[config.mk]
export PLATFORM = sky130hd
export DESIGN_NAME = ledshift_ctrl
export DESIGN_NICKNAME = d
export VERILOG_FILES = /design/src/rtl/ledshift_pkg.sv /design/src/rtl/ledshift_regs.sv /design/src/rtl/ledshift_timer.sv /design/src/rtl/ledshift_frame.sv /design/src/rtl/ledshift_ctrl.sv
export SDC_FILE = /design/constraint.sdc
export NUM_CORES = 1
export LEC_CHECK = 0
export ABC_CLOCK_PERIOD_IN_PS = 7250
export CORE_MARGIN = 1
export CORE_UTILIZATION = 50
export CTS_BUF_LIST = sky130_fd_sc_hd__clkbuf_16
export DETAILED_ROUTE_END_ITERATION = 10
export MAX_ROUTING_LAYER = met4
export PLACE_DENSITY = 0.77
export SYNTH_ARGS = -nofsm -noshare
export SYNTH_HDL_FRONTEND = slang
export SYNTH_SLANG_ARGS = --single-unit
[constraint.sdc]
create_clock -name clk -period 7.25 [get_ports clk]
set_input_delay 1.45 -clock clk [delete_from_list [all_inputs] [get_ports clk]]
set_output_delay 1.45 -clock clk [all_outputs]
set_load 0.1 [all_outputs]
[src/rtl/ledshift_pkg.sv]
package ledshift_pkg;
  localparam int unsigned NGRP      = 3;
  localparam int unsigned GW        = 8;
  localparam int unsigned FRAME_MAX = NGRP * GW;
  localparam int unsigned LW        = $clog2(FRAME_MAX + 1);
  localparam int unsigned HWBITS    = 8;

  localparam logic [2:0] A_CTLA = 3'd0;
  localparam logic [2:0] A_CTLB = 3'd1;
  localparam logic [2:0] A_DATA = 3'd2;
  localparam logic [2:0] A_DATB = 3'd3;
  localparam logic [2:0] A_SPARE = 3'd4;

  typedef enum logic [1:0] {FS_IDLE, FS_SHIFT, FS_STORE} fstate_e;
endpackage

[src/rtl/ledshift_regs.sv]
module ledshift_regs
  import ledshift_pkg::*;
(
  input  logic                 clk,
  input  logic                 rst_n,
  input  logic                 we,
  input  logic [2:0]           addr,
  input  logic [31:0]          wdata,
  input  logic                 take,
  output logic [31:0]          rdata,
  output logic                 swu,
  output logic                 edge_fall,
  output logic [1:0]           modem_own,
  output logic [2:0]           phy1_own,
  output logic [2:0]           phy2_own,
  output logic [NGRP-1:0]      grp,
  output logic [1:0]           rate,
  output logic [1:0]           src,
  output logic [FRAME_MAX-1:0] dat
);
  logic [31:0] ca_q, cb_q, da_q, db_q, sp_q;
  logic [31:0] ca_d, cb_d, da_d, db_d, sp_d;
  logic        pend;

  always_comb begin
    pend = ca_q[31] & ~take;
    ca_d = {pend, ca_q[30:0]};
    cb_d = cb_q;
    da_d = da_q;
    db_d = db_q;
    sp_d = sp_q;
    if (we) begin
      case (addr)
        A_CTLA:  ca_d = {pend | wdata[31], wdata[30:0]};
        A_CTLB:  cb_d = wdata;
        A_DATA:  da_d = wdata;
        A_DATB:  db_d = wdata;
        A_SPARE: sp_d = wdata;
        default: ;
      endcase
    end
  end

  always_ff @(posedge clk or negedge rst_n) begin
    if (!rst_n) begin
      ca_q <= '0;
      cb_q <= '0;
      da_q <= '0;
      db_q <= '0;
      sp_q <= '0;
    end else begin
      ca_q <= ca_d;
      cb_q <= cb_d;
      da_q <= da_d;
      db_q <= db_d;
      sp_q <= sp_d;
    end
  end

  always_comb begin
    case (addr)
      A_CTLA:  rdata = ca_q;
      A_CTLB:  rdata = cb_q;
      A_DATA:  rdata = da_q;
      A_DATB:  rdata = db_q;
      A_SPARE: rdata = sp_q;
      default: rdata = '0;
    endcase
  end

  assign swu       = ca_q[31];
  assign edge_fall = ca_q[26];
  assign modem_own = ca_q[25:24];
  assign phy1_own  = ca_q[29:27];
  assign phy2_own  = cb_q[17:15];
  assign grp       = cb_q[NGRP-1:0];
  assign rate      = cb_q[24:23];
  assign src       = cb_q[31:30];
  assign dat       = da_q[FRAME_MAX-1:0];
endmodule

[src/rtl/ledshift_timer.sv]
module ledshift_timer #(
  parameter int unsigned SYS_HZ = 100_000_000
) (
  input  logic       clk,
  input  logic       rst_n,
  input  logic       en,
  input  logic [1:0] rate,
  output logic       tick
);
  localparam logic [31:0] PER2  = 32'(SYS_HZ / 2);
  localparam logic [31:0] PER4  = 32'(SYS_HZ / 4);
  localparam logic [31:0] PER8  = 32'(SYS_HZ / 8);
  localparam logic [31:0] PER10 = 32'(SYS_HZ / 10);

  logic [31:0] per, cnt_q, cnt_d;

  always_comb begin
    case (rate)
      2'b00:   per = PER2;
      2'b01:   per = PER4;
      2'b10:   per = PER8;
      default: per = PER10;
    endcase
  end

  assign tick = en && (cnt_q >= per - 32'd1);

  always_comb begin
    if (!en || tick) cnt_d = '0;
    else             cnt_d = cnt_q + 32'd1;
  end

  always_ff @(posedge clk or negedge rst_n) begin
    if (!rst_n) cnt_q <= '0;
    else        cnt_q <= cnt_d;
  end
endmodule

[src/rtl/ledshift_frame.sv]
module ledshift_frame
  import ledshift_pkg::*;
#(
  parameter int unsigned HALF_DIV = 2
) (
  input  logic                 clk,
  input  logic                 rst_n,
  input  logic                 req,
  input  logic [NGRP-1:0]      grp,
  input  logic [FRAME_MAX-1:0] dat,
  input  logic [HWBITS-1:0]    own,
  input  logic [HWBITS-1:0]    hw,
  output logic                 take,
  output logic                 sdata,
  output logic                 sclk_hi,
  output logic                 store
);
  localparam int unsigned DW = (HALF_DIV > 1) ? $clog2(HALF_DIV) : 1;
  localparam logic [DW-1:0] DIV_LAST = DW'(HALF_DIV - 1);

  fstate_e              st_q, st_d;
  logic [FRAME_MAX-1:0] sh_q, sh_d, merged;
  logic [LW-1:0]        idx_q, idx_d, len;
  logic                 half_q, half_d;
  logic [DW-1:0]        div_q, div_d;
  logic                 start;

  for (genvar b = 0; b < HWBITS; b++) begin : g_own
    assign merged[b] = own[b] ? hw[b] : dat[b];
  end
  assign merged[FRAME_MAX-1:HWBITS] = dat[FRAME_MAX-1:HWBITS];

  always_comb begin
    len = '0;
    for (int g = 0; g < NGRP; g++)
      if (grp[g]) len = LW'((g + 1) * GW);
  end

  assign take  = (st_q == FS_IDLE) && req;
  assign start = take && (len != '0);

  always_comb begin
    st_d   = st_q;
    sh_d   = sh_q;
    idx_d  = idx_q;
    half_d = half_q;
    div_d  = div_q;
    case (st_q)
      FS_IDLE: if (start) begin
        sh_d   = merged;
        idx_d  = len - LW'(1);
        half_d = 1'b0;
        div_d  = '0;
        st_d   = FS_SHIFT;
      end
      FS_SHIFT: begin
        if (div_q == DIV_LAST) begin
          div_d = '0;
          if (!half_q) begin
            half_d = 1'b1;
          end else begin
            half_d = 1'b0;
            if (idx_q == '0) st_d = FS_STORE;
            else             idx_d = idx_q - LW'(1);
          end
        end else begin
          div_d = div_q + DW'(1);
        end
      end
      default: st_d = FS_IDLE;
    endcase
  end

  always_ff @(posedge clk or negedge rst_n) begin
    if (!rst_n) begin
      st_q   <= FS_IDLE;
      sh_q   <= '0;
      idx_q  <= '0;
      half_q <= 1'b0;
      div_q  <= '0;
    end else begin
      st_q   <= st_d;
      sh_q   <= sh_d;
      idx_q  <= idx_d;
      half_q <= half_d;
      div_q  <= div_d;
    end
  end

  assign sdata   = (st_q == FS_SHIFT) ? sh_q[idx_q] : 1'b0;
  assign sclk_hi = (st_q == FS_SHIFT) && half_q;
  assign store   = (st_q == FS_STORE);
endmodule

[src/rtl/ledshift_ctrl.sv]
module ledshift_ctrl
  import ledshift_pkg::*;
#(
  parameter int unsigned SYS_HZ   = 100_000_000,
  parameter int unsigned HALF_DIV = 2
) (
  input  logic        clk,
  input  logic        rst_n,
  input  logic        bus_we,
  input  logic [2:0]  bus_addr,
  input  logic [31:0] bus_wdata,
  output logic [31:0] bus_rdata,
  input  logic [1:0]  modem_st,
  input  logic [2:0]  phy1_st,
  input  logic [2:0]  phy2_st,
  output logic        sr_data,
  output logic        sr_clk,
  output logic        sr_store
);
  logic [1:0]           rs_q;
  logic                 rst_s_n;
  logic                 swu, edge_fall, take, tick, auto_pend_q, auto_pend_d;
  logic                 sclk_hi;
  logic [1:0]           modem_own, rate, src;
  logic [2:0]           phy1_own, phy2_own;
  logic [NGRP-1:0]      grp;
  logic [FRAME_MAX-1:0] dat;

  always_ff @(posedge clk or negedge rst_n) begin
    if (!rst_n) rs_q <= 2'b00;
    else        rs_q <= {rs_q[0], 1'b1};
  end
  assign rst_s_n = rs_q[1];

  ledshift_regs u_regs (
    .clk(clk), .rst_n(rst_s_n), .we(bus_we), .addr(bus_addr),
    .wdata(bus_wdata), .take(take), .rdata(bus_rdata), .swu(swu),
    .edge_fall(edge_fall), .modem_own(modem_own), .phy1_own(phy1_own),
    .phy2_own(phy2_own), .grp(grp), .rate(rate), .src(src), .dat(dat)
  );

  ledshift_timer #(.SYS_HZ(SYS_HZ)) u_timer (
    .clk(clk), .rst_n(rst_s_n), .en(src == 2'b10), .rate(rate), .tick(tick)
  );

  always_comb begin
    auto_pend_d = auto_pend_q;
    if (take) auto_pend_d = 1'b0;
    if (tick) auto_pend_d = 1'b1;
  end

  always_ff @(posedge clk or negedge rst_s_n) begin
    if (!rst_s_n) auto_pend_q <= 1'b0;
    else          auto_pend_q <= auto_pend_d;
  end

  ledshift_frame #(.HALF_DIV(HALF_DIV)) u_frame (
    .clk(clk), .rst_n(rst_s_n), .req(swu | auto_pend_q), .grp(grp),
    .dat(dat), .own({phy2_own, phy1_own, modem_own}),
    .hw({phy2_st, phy1_st, modem_st}), .take(take), .sdata(sr_data),
    .sclk_hi(sclk_hi), .store(sr_store)
  );

  assign sr_clk = sclk_hi ^ edge_fall;
endmodule

==> metrics.md <==
| Metric | Value |
|---|---|
| Status | finished, final reports clean |
| Final worst path period need | 5646 ps |
| Post-synth EDFFs | 0 |
| Die footprint | 0.02243 mm2 |
| Synthesis Warnings | 0 |
| Sw Share | 0.3303 |
| CTS tree | built |
| Seq/Total Area, Yosys | 0.5226 |
| Wirelength per Cell | 20.14 um |
| Worst vdd ir | between 0.2 and 0.3 mV |
| Post-route non-filler standard cell count | 1,221 |
| Synth area leaders | dfrtp_1, mux2_2, a22oi_1 |
| Worst slew pin tran | approximately 1200 ps |
| Seq pwr share | 0.436 |
| Num CTS Buffers | 24 |
| Slew HR | 0.1787 |
| Insertion delay to the later sink of the worst-skew pair | approximately 530 ps |
| Worst-path maximum fanout | 28 |
| Starting density of the core | 0.5145 |
| Placed Instances | approximately 1,200 |
| Sw power | 1355 uW |
| Overall routed net length | 24.60 mm |
| Clock skew | 26.96 ps |
| DIE HEIGHT | roughly 150 um |
| Antenna Nets Post-Route | 0 |
| Initial antenna violation count | 0 |
| Final hold violations | 0 |
| Syn_area_per_cell | 12.64 um2 |
| Grt total ovfl | 0 |
| Synth cell types | 55 |
| Clock power frac | 0.292 |
| Cells after Synth | between 800 and 900 |
| Fin Setup TNS | 0 ps |
| Crit Path Category | primary input to output port |
| GPL Wtd Cong | 0.7821 |
| Dominant cell type by area after synthesis | dfrtp_1 |
| Post_cts resized | 0 |
| Pint | around 2700 uW |
| Row count | 53 |
| FFs w/ async S/R, synth | 1.000 |
| Logic pwr share | 0.272 |
| Synthesized area | 0.01092 mm2 |
| CP Data Required Time | approximately 5800 ps |
| Diode count | 0 |
| Core box area | ~0.021 mm2 |
| Hold/Removal Path Class | flip-flop to asynchronous set/reset pin |
| Syn-to-layout area delta | 15.32% |
| Final nets | between 1,000 and 1,500 |
| Post-route clock period utilization | 0.7787 |
| Post-synth top area share | 0.5226 |
| FMAX | 177.1 MHz |
| Overall power | 4101 uW |
| Dpl cell area | roughly 0.012 mm2 |
| Static leakage | approximately 0.0054 uW |
| IO buf count | 80 |
| Hold-fix buffers, CTS | 0 |
| Design area | roughly 0.013 mm2 |
| Share of cells above drive strength 1 | 0.3108 |
| CP Launch Type | primary input |
| Largest net degree at the start of global routing | 194 |
| Via-to-Cell Ratio | about 6.0 |
| RSZ-0062 raised after global routing | false |
| Synth Flop Type | dfrtp_1 |
| Final setup violation count | 0 |
| Root Buffer | clkbuf_16 |
| Post-DP HPWL | between 15 and 20 mm |
| CP arrival | between 4000 and 5000 ps |
| First-pass GRT wire length | about 41 mm |
| Pwr dens | approximately 330 mW/mm2 |
| Vias in the first global route | 7,508 |
| DR vias | 7,302 |
| Die Width | 149.8 um |
| Post-route DRC | 0 |
| GRT Total Usage | 0.2420 |
| Flops & latches, synth | ~230 |
| CP endpoint kind | output port |
| Clock slew seen by the registers of the worst setup and hold paths | roughly 60 ps |
| CTS Buffer Depth | 3 |
| # IOs | 81 |
| Initial DRC count | between 500 and 600 |
| Max-cap viol count | 0 |
| Drt pass-1 iters | 5 |
| Final core utilization | 0.5933 |
| Post-CTS Setup Bufs | 0 |
| Slew Viols, Final | 0 |
| CTS sink count | ~230 |
| H-tree levels | 1 |
final cells by class:
type,instances,area (um2)
fillers,1718,8630
flip-flops and latches,228,5709
multi-input cells,576,4943
repair buffers,88,785.8
clock buffers,24,600.6
well taps,275,344.1
clock inverters,17,158.9
inverters,13,48.80
placed cells by master (no fill, tap or decap), types with 7 or more instances in the layout:
cell and n:
a21oi_1 26, a22oi_1 63, and3_1 7, buf_4 38, clkbuf_16 24, clkdlybuf4s50_1 47, conb_1 9, dfrtp_1 227
ha_1 26, inv_1 18, mux2_2 199, mux2i_1 13, nand2_1 29, nand3_1 22, nor2_1 20, nor3_1 30
o21ai_0 10, o22ai_1 33, xnor2_1 8, xor2_1 17
worst paths after layout:
check,slack [ps],startpoint,depth (start not counted),end
worst max register to register,4040,u_regs.cb_q[24],8,u_timer.cnt_q[13]
max in group asynchronous,5600,rs_q[1],1,u_regs.cb_q[24]
min in group clk,370,rs_q[0],0,rs_q[1]
worst min-delay path,280,rs_q[1],0,u_timer.cnt_q[4]
worst min register to register,280,rs_q[1],0,u_timer.cnt_q[4]
worst max-delay path,1600,bus_addr[2],7,bus_rdata[9]
cell usage after synthesis (2+ instances only):
master    instances
dfrtp_1         228
mux2_2          199
a22oi_1          63
o22ai_1          33
nor3_1           30
nand2_1          29
a21oi_1          26
ha_1             26
clkbuf_1         24
nand3_1          23
nor2_1           22
buf_2            18
xor2_1           17
inv_1            13
mux2i_1          13
o21ai_0          10
buf_1             8
xnor2_1           8
and3_1            7
mux2_1            6
nand4_1           6
nor2b_1           6
mux4_2            5
or3_1             4
and4_1            3
o21a_1            3
a221oi_1          2
buf_12            2
conb_1            2
nor4_1            2
nor4_2            2
per-layer routing:
layer  wire (um)  track usage  up-vias
met5           0            -        -
met4         564      0.06414        0
met3        1079      0.02774       40
met2       11610       0.3755      162
met1       11340       0.3389     3759
li1            -            -     3341
critical path, stage by stage:
cell and delay, ps:
clkdlybuf4s50_1 660, buf_4 380, nor2b_2 550, buf_4 390, a22oi_1 130, o22ai_1 270, buf_4 340
sequential cells by signal, indices dropped and copies added, names as in the netlist:
signal / flops
u_regs.db_q: 32
u_frame.idx_q: 5
u_regs.da_q: 32
auto_pend_q: 1
rs_q: 2
u_timer.cnt_q: 32
u_regs.sp_q: 32
u_regs.cb_q: 32
u_regs.ca_q: 32
u_frame.div_q: 1
u_frame.st_q: 2
u_frame.half_q: 1
u_frame.sh_q: 24
through the flow:
| step | setup WS [ps] | hold WS (ps) |
|---|---|---|
| after global placement | 1645 | 295.9 |
| after global routing | 1447 | 332.6 |
| after detailed placement | 1602 | 301.9 |
| final | 1604 | 283.3 |
| after CTS | 1579 | 300.3 |
| after floorplan | 425.8 | 331.2 |
kinds of logic (layout without fill, tap and decap cells):
kind of cell | count (synthesis) | in the layout | synth area share
other cells | 2 | 9 | 0.0006879
mux | 223 | 223 | 0.2337
fa+ha+maj | 26 | 26 | 0.02980
buf+inv | 67 | 142 | 0.02911
flops | 228 | 228 | 0.5226
compound gates | 150 | 150 | 0.09581
xor+xnor | 25 | 25 | 0.02006
simple gates | 143 | 143 | 0.06830
power by group through the flow:
stage / combinational (uW) / sequential, uW / clock, uW
finish: 1120 / 1790 / 1200
global route: 1200 / 1830 / 1270
CTS: 1120 / 1790 / 1220
detailed placement: 1110 / 1810 / 0
global placement: 1090 / 1790 / 0
floorplan: 903 / 1720 / 0
Power figures use the tool's default switching activity.
